[src/rtl/rc_pkg.sv]
package rc_pkg;
    typedef enum logic [0:0] {ST_IDLE, ST_ARRAY} rc_state_e;

    function automatic logic [31:0] rc_seed_word(input int b, input int r, input int c);
        return 32'(37 * b + 11 * r + 3 * c + 1);
    endfunction
endpackage

[src/rtl/rc_busy_timer.sv]
module rc_busy_timer #(
    parameter int REF_CYC = 5,
    parameter int PRE_CYC = 2
) (
    input  logic clk,
    input  logic rst_n,
    input  logic ref_req,
    input  logic pch_req,
    output logic busy
);
    localparam int MAXC = (REF_CYC > PRE_CYC) ? REF_CYC : PRE_CYC;
    localparam int TW   = $clog2(MAXC + 1);

    logic [TW-1:0] cnt_d, cnt_q;

    always_comb begin
        cnt_d = cnt_q;
        if (ref_req && cnt_q < TW'(REF_CYC))
            cnt_d = TW'(REF_CYC);
        else if (pch_req && cnt_q < TW'(PRE_CYC))
            cnt_d = TW'(PRE_CYC);
        else if (cnt_q != '0)
            cnt_d = cnt_q - 1'b1;
    end

    always_ff @(posedge clk) begin
        if (!rst_n) cnt_q <= '0;
        else        cnt_q <= cnt_d;
    end

    assign busy = (cnt_q != '0);
endmodule

[src/rtl/rc_tag_match.sv]
module rc_tag_match #(
    parameter int NBANK = 4,
    parameter int RW    = 3,
    parameter int BW    = 2
) (
    input  logic [NBANK-1:0][RW-1:0] tag,
    input  logic [NBANK-1:0]         vld,
    input  logic [BW-1:0]            bank,
    input  logic [RW-1:0]            row,
    output logic                     hit
);
    logic [NBANK-1:0] match;

    for (genvar g = 0; g < NBANK; g++) begin : g_bank
        assign match[g] = vld[g] && (tag[g] == row);
    end

    assign hit = match[bank];
endmodule

[src/rtl/rowcache_ctrl.sv]
module rowcache_ctrl #(
    parameter int NBANK    = 4,
    parameter int NROW     = 8,
    parameter int NCOL     = 4,
    parameter int DW       = 8,
    parameter int CORE_LAT = 3,
    parameter int REF_CYC  = 5,
    parameter int PRE_CYC  = 2
) (
    input  logic                     clk,
    input  logic                     rst_n,
    input  logic                     req_valid,
    output logic                     req_ready,
    input  logic                     req_write,
    input  logic                     req_nwt,
    input  logic [$clog2(NBANK)-1:0] req_bank,
    input  logic [$clog2(NROW)-1:0]  req_row,
    input  logic [$clog2(NCOL)-1:0]  req_col,
    input  logic [DW-1:0]            req_wdata,
    output logic                     rd_valid,
    output logic                     rd_hit,
    output logic [DW-1:0]            rd_data,
    input  logic                     ref_req,
    input  logic                     pch_req
);
    import rc_pkg::*;

    localparam int BW  = $clog2(NBANK);
    localparam int RW  = $clog2(NROW);
    localparam int CLW = $clog2(NCOL);
    localparam int CW  = $clog2(CORE_LAT + 1);

    typedef logic [NCOL-1:0][DW-1:0] row_t;

    typedef struct packed {
        rc_state_e                    st;
        logic [CW-1:0]                cnt;
        logic                         wr;
        logic [BW-1:0]                bank;
        logic [RW-1:0]                row;
        logic [CLW-1:0]               col;
        logic [DW-1:0]                wdata;
        logic [NBANK-1:0]             vld;
        logic [NBANK-1:0][RW-1:0]     tag;
        logic [NBANK-1:0]             [NCOL-1:0][DW-1:0] line;
        logic [NBANK-1:0][NROW-1:0]   [NCOL-1:0][DW-1:0] arr;
        logic                         rv;
        logic                         rh;
        logic [DW-1:0]                rd;
    } state_t;

    state_t s_d, s_q;
    logic   hit;
    logic   arr_busy;

    rc_tag_match #(.NBANK(NBANK), .RW(RW), .BW(BW)) u_match (
        .tag  (s_q.tag),
        .vld  (s_q.vld),
        .bank (req_bank),
        .row  (req_row),
        .hit  (hit)
    );

    rc_busy_timer #(.REF_CYC(REF_CYC), .PRE_CYC(PRE_CYC)) u_busy (
        .clk     (clk),
        .rst_n   (rst_n),
        .ref_req (ref_req),
        .pch_req (pch_req),
        .busy    (arr_busy)
    );

    function automatic state_t reset_state();
        state_t s;
        s = '0;
        s.st = ST_IDLE;
        for (int b = 0; b < NBANK; b++)
            for (int r = 0; r < NROW; r++)
                for (int c = 0; c < NCOL; c++)
                    s.arr[b][r][c] = DW'(rc_seed_word(b, r, c));
        return s;
    endfunction

    always_comb begin
        s_d    = s_q;
        s_d.rv = 1'b0;
        s_d.rh = 1'b0;
        case (s_q.st)
            ST_IDLE: begin
                if (req_valid) begin
                    s_d.wr    = req_write;
                    s_d.bank  = req_bank;
                    s_d.row   = req_row;
                    s_d.col   = req_col;
                    s_d.wdata = req_wdata;
                    s_d.cnt   = '0;
                    if (!req_write && hit) begin
                        s_d.rv = 1'b1;
                        s_d.rh = 1'b1;
                        s_d.rd = s_q.line[req_bank][req_col];
                    end else begin
                        s_d.st = ST_ARRAY;
                        if (req_write && hit) begin
                            if (req_nwt) s_d.vld[req_bank] = 1'b0;
                            else         s_d.line[req_bank][req_col] = req_wdata;
                        end
                    end
                end
            end
            ST_ARRAY: begin
                if (!arr_busy) begin
                    if (s_q.cnt == CW'(CORE_LAT - 1)) begin
                        s_d.st = ST_IDLE;
                        if (s_q.wr) begin
                            s_d.arr[s_q.bank][s_q.row][s_q.col] = s_q.wdata;
                        end else begin
                            s_d.line[s_q.bank] = s_q.arr[s_q.bank][s_q.row];
                            s_d.tag[s_q.bank]  = s_q.row;
                            s_d.vld[s_q.bank]  = 1'b1;
                            s_d.rv             = 1'b1;
                            s_d.rd             = s_q.arr[s_q.bank][s_q.row][s_q.col];
                        end
                    end else begin
                        s_d.cnt = s_q.cnt + 1'b1;
                    end
                end
            end
            default: s_d.st = ST_IDLE;
        endcase
    end

    always_ff @(posedge clk) begin
        if (!rst_n) s_q <= reset_state();
        else        s_q <= s_d;
    end

    assign req_ready = (s_q.st == ST_IDLE);
    assign rd_valid  = s_q.rv;
    assign rd_hit    = s_q.rh;
    assign rd_data   = s_q.rd;
endmodule

[config.mk]
export PLATFORM = sky130hd
export DESIGN_NAME = rowcache_ctrl
export DESIGN_NICKNAME = d
export VERILOG_FILES = /design/src/rtl/rc_pkg.sv /design/src/rtl/rc_busy_timer.sv /design/src/rtl/rc_tag_match.sv /design/src/rtl/rowcache_ctrl.sv
export SDC_FILE = /design/constraint.sdc
export NUM_CORES = 2
export LEC_CHECK = 0
export CAP_MARGIN = 10
export CORE_MARGIN = 1
export CORE_UTILIZATION = 35
export CTS_CLUSTER_DIAMETER = 40
export DETAILED_ROUTE_END_ITERATION = 7
export PLACE_DENSITY_LB_ADDON = 0.12
export SYNTH_ARGS = -nofsm -noshare
export SYNTH_HDL_FRONTEND = slang
export SYNTH_SLANG_ARGS = --single-unit
export TNS_END_PERCENT = 50
[constraint.sdc]
create_clock -name clk -period 2.2 [get_ports clk]
set_clock_uncertainty 0.15 [all_clocks]
set_input_delay 0.33 -clock clk [delete_from_list [all_inputs] [get_ports clk]]
set_output_delay 0.33 -clock clk [all_outputs]
set_load 0.02 [all_outputs]
==> impl_metrics.yaml <==
clocking:
  cts_root_buf: "clkbuf_16"
  cts_num_sinks: 1200
  cts_max_level: 4
  clk_latency_ns: 0.85
  cts_tree: "built"
  clk_pin_slew_ns: 0.05
  cts_made_buffers: 195
  cts.path.max_buffers: 3
pwr:
  fin_total_pwr_mw: 60.2
  power_switching_mw: 15.8
  power_frac_clock_pct: 52.9
  swShare_pct: 26.3
  p_leak_nw: 30.2
  power.internal_mw: 44.3
  vdd_ir_drop_max_mv: 0.715
  seq_power_share_pct: 36.4
  powerDensity_nw_per_um2: 745
  pwr-share-comb_pct: 10.7
sta:
  finalSetupTns_ns: -150.38
  fin_crit_sh_pct: 123
  worstMarginPinSlew_ns: 0.807
  rsz0062_at_grt: "true"
  fmax_ghz: 0.369
  drv_slew: 0
  timing.final.ws_setup_ns: -0.513
  relSlewSlack_pct: 46.2
  hold_viol: 0
  period_needed_ns: 2.71
  finalSetupViolCount: 1045
hold_path:
  hold_path.class: "primary input to flop"
  min_from: "req_row[1]"
  whs_path_depth: 4
  hold_end: "s_q[1189]"
logic_synthesis:
  synthFlopType: "dfxtp_1"
  syn_area_per_cell_um2: 8.08
  synth_area_um2: 55700
  synth_fp_nets: 6913
  synth_edf_count: 0
  synth_seq_area_share_pct: 43.2
  synth_cells: 6888
  ys_seq_elements: 1200
  yosys_warnings: 0
  ys_async_sr_fraction_pct: 0
  synth.distinct_cells: 61
critical_path:
  critPathArrivalTime_ns: 3.28
  end_kind: "flop"
  worst_setup_path_start_kind: "flop"
  r2r_start: "s_q[1192]"
  path_class: "flop to flop"
  reg2reg_depth: 12
  reg2reg_slack_ns: -0.51
  crit_fanout: 7
  regToRegEndpoint: "s_q[1149]"
  required_ns: 2.77
floorplan:
  die_x_um: 401
  io_pins: 33
  die-area_um2: 161000
  start_util_pct: 35.4
  rows: 145
  die_h_um: 401
  core-area_um2: 157000
final_layout:
  fillers: 14600
  drive_gt1_share_pct: 29.9
  syn2layout_area_growth_pct: 45.1
  nets: 7734
grt:
  track_usage_pct: 29.0
  grt_max_degree: 128
  grt_overflow: 0
  antenna_found_initial: 8
  grt_pass1_wl_um: 357000
  grt_pass1_vias: 52800
drt:
  wire_per_inst_um: 25.3
  ant_nets: 0
  vias_per_cell: 5.77
  drc: 0
  wl_um: 251000
  vias: 57300
  dr.pass1.iters: 7
  drt_iter0_drc: 6677
place:
  finalWeightedCongestion: 0.961
  port-buffer-count: 32
  place_hpwl_um: 160000
outcome:
  failed_checks: "negative setup slack"
  status: "finished, violations left"
flow_run:
  maxCapViolCount: 0
sequential cells by signal (all words and copies together), names as in the netlist:
signal / count
s_q: 1187
rd_data: 8
u_busy.cnt_q: 3
rd_hit: 1
rd_valid: 1
timing repair:
action,CTS,global route
pin swaps,121,359
setup buffers,91,142
hold endpoints to repair,333,0
resized for setup,364,828
hold buffers,11,0
setup endpoints to repair,1153,1183
cloned,15,19
power groups by stage:
stage                     Clock (mW)  Sequential [mW]  Combinational [mW]
after global placement             0             22.4                4.95
after CTS                       32.1             21.9                5.67
after detailed placement           0             22.4                4.94
after floorplan                    0             22.3                2.36
final                           31.8             21.9                6.46
after global routing            33.1             21.9                6.59
kinds of logic after synthesis:
kind of cell	count (synthesis)	share of synthesized area (%)
XOR/XNOR	12	0.189
buffers and inverters	648	5.05
flip-flops	1200	43.2
multiplexers	682	13.2
AO/OA/AOI/OAI	1365	13.8
adder cells (fa/ha/maj)	3	0.0675
AND/OR/NAND/NOR	2978	24.5
synthesized netlist by cell type (4+ instances only):
| library cell | count | share of area, % |
|---|---|---|
| nor2_2 | 12 | 0.13 |
| nor3_2 | 4 | 0.072 |
| nand4bb_1 | 6 | 0.12 |
| buf_1 | 48 | 0.32 |
| inv_1 | 5 | 0.034 |
| nor2b_1 | 14 | 0.16 |
| nand4b_1 | 4 | 0.063 |
| nor4_2 | 64 | 1.4 |
| nor3_1 | 9 | 0.081 |
| o2111ai_1 | 34 | 0.54 |
| o22ai_1 | 240 | 2.7 |
| dfxtp_1 | 1200 | 43 |
| nor3_4 | 8 | 0.23 |
| nand2_1 | 1417 | 9.6 |
| clkbuf_1 | 378 | 2.5 |
| nand3_1 | 1076 | 9.7 |
| buf_4 | 18 | 0.24 |
| o22ai_2 | 17 | 0.38 |
| buf_2 | 188 | 1.7 |
| buf_6 | 10 | 0.20 |
| o211ai_1 | 104 | 1.4 |
| and4_1 | 13 | 0.20 |
| a21oi_1 | 777 | 7.0 |
| mux4_2 | 40 | 1.6 |
| nand4_1 | 35 | 0.39 |
| nand2b_1 | 9 | 0.10 |
| mux2i_1 | 640 | 12 |
| o221a_1 | 4 | 0.081 |
| o21ai_0 | 177 | 1.6 |
| xor2_1 | 9 | 0.14 |
| nor2_1 | 279 | 1.9 |
metrics by stage:
step	instance area (um^2)	hold slack, ns	utilization (%)	setup slack, ns	instances
4_1_cts	75600	0.0537	48.1	-0.526	9797
5_1_grt	80800	0.104	51.4	-0.567	9931
3_3_place_gp	65600	0.290	41.8	-0.880	9324
6_report	80800	0.0990	51.4	-0.513	9932
2_1_floorplan	55800	0.286	-	-0.0128	6888
3_5_place_dp	65600	0.296	41.8	-0.897	9324
metal layers:
metal	routed length [um]	part of all wire [%]	vias to the layer above	global-route usage, %
li1	-	-	26100	-
met1	112000	45	28300	41.6
met2	109000	43	2526	43.8
met3	21700	8.6	432	4.91
met4	8520	3.4	2	9.79
met5	11	0.0044	-	0
layout by cell type (no fill, tap or decap), types with 22 or more instances in the layout:
cell type        Yosys  routed
nand2_2              1      33
clkbuf_8             0      26
nor2_1             279     244
nor4_4               0      50
mux2i_2              0     100
nand4_1             35      35
a21oi_2              1     119
o211ai_1           104     104
o22ai_1            240     122
nand3_1           1076    1036
bufinv_16            0      22
nand3_2              1      29
buf_12               0     211
nand2_1           1417    1328
clkdlybuf4s50_1      0      24
mux2i_4              0      68
o2111ai_1           34      26
o22ai_4              0      40
buf_8                0      48
buf_4               18     780
buf_6               10     145
nand2_4              0      44
mux2i_1            640     472
o21ai_0            177     168
nor2_4               1      27
clkbuf_16            0     211
o22ai_2             17      95
a21oi_1            777     653
dfxtp_1           1200    1183
clkinvlp_4           0      23
clkinv_2             0      35
buf_16               0      24
mux4_2              40      40
final cells by class:
type                            count  area, um^2  area share [%]
Multi-Input combinational cell   5040       33400            41.3
Sequential cell                  1200       24100            29.8
Timing Repair Buffer             1266       13900            17.2
Clock buffer                      242        5320            6.58
Tap cell                         2058        2570            3.19
Clock inverter                    119        1460            1.80
Inverter                            6        30.0          0.0372
Antenna cell                        1        2.50         0.00310
worst max path at each step:
stage               startpoint          to  slack [ns]  depth (start not counted)
global route         s_q[1192]   s_q[1134]       -0.57                         12
finish               s_q[1192]   s_q[1149]       -0.51                         12
CTS                  s_q[1192]   s_q[1052]       -0.53                         14
detailed placement   s_q[1192]  rd_data[5]       -0.90                          9
floorplan            s_q[1192]   s_q[1040]       -0.01                          9
global placement    req_row[1]  rd_data[5]       -0.88                         11
critical path, cell delays in order, from the launching register on:
cell and delay (ns):
dfxtp_4 0.36, buf_6 0.13, buf_16 0.20, buf_16 0.17, buf_8 0.11, buf_4 0.10
mux2i_1 0.28, o22ai_2 0.20, nor4_4 0.27, buf_4 0.23, a21oi_2 0.07, o211ai_1 0.20
a21oi_1 0.09
No activity file was read; power rests on OpenSTA's default activity.
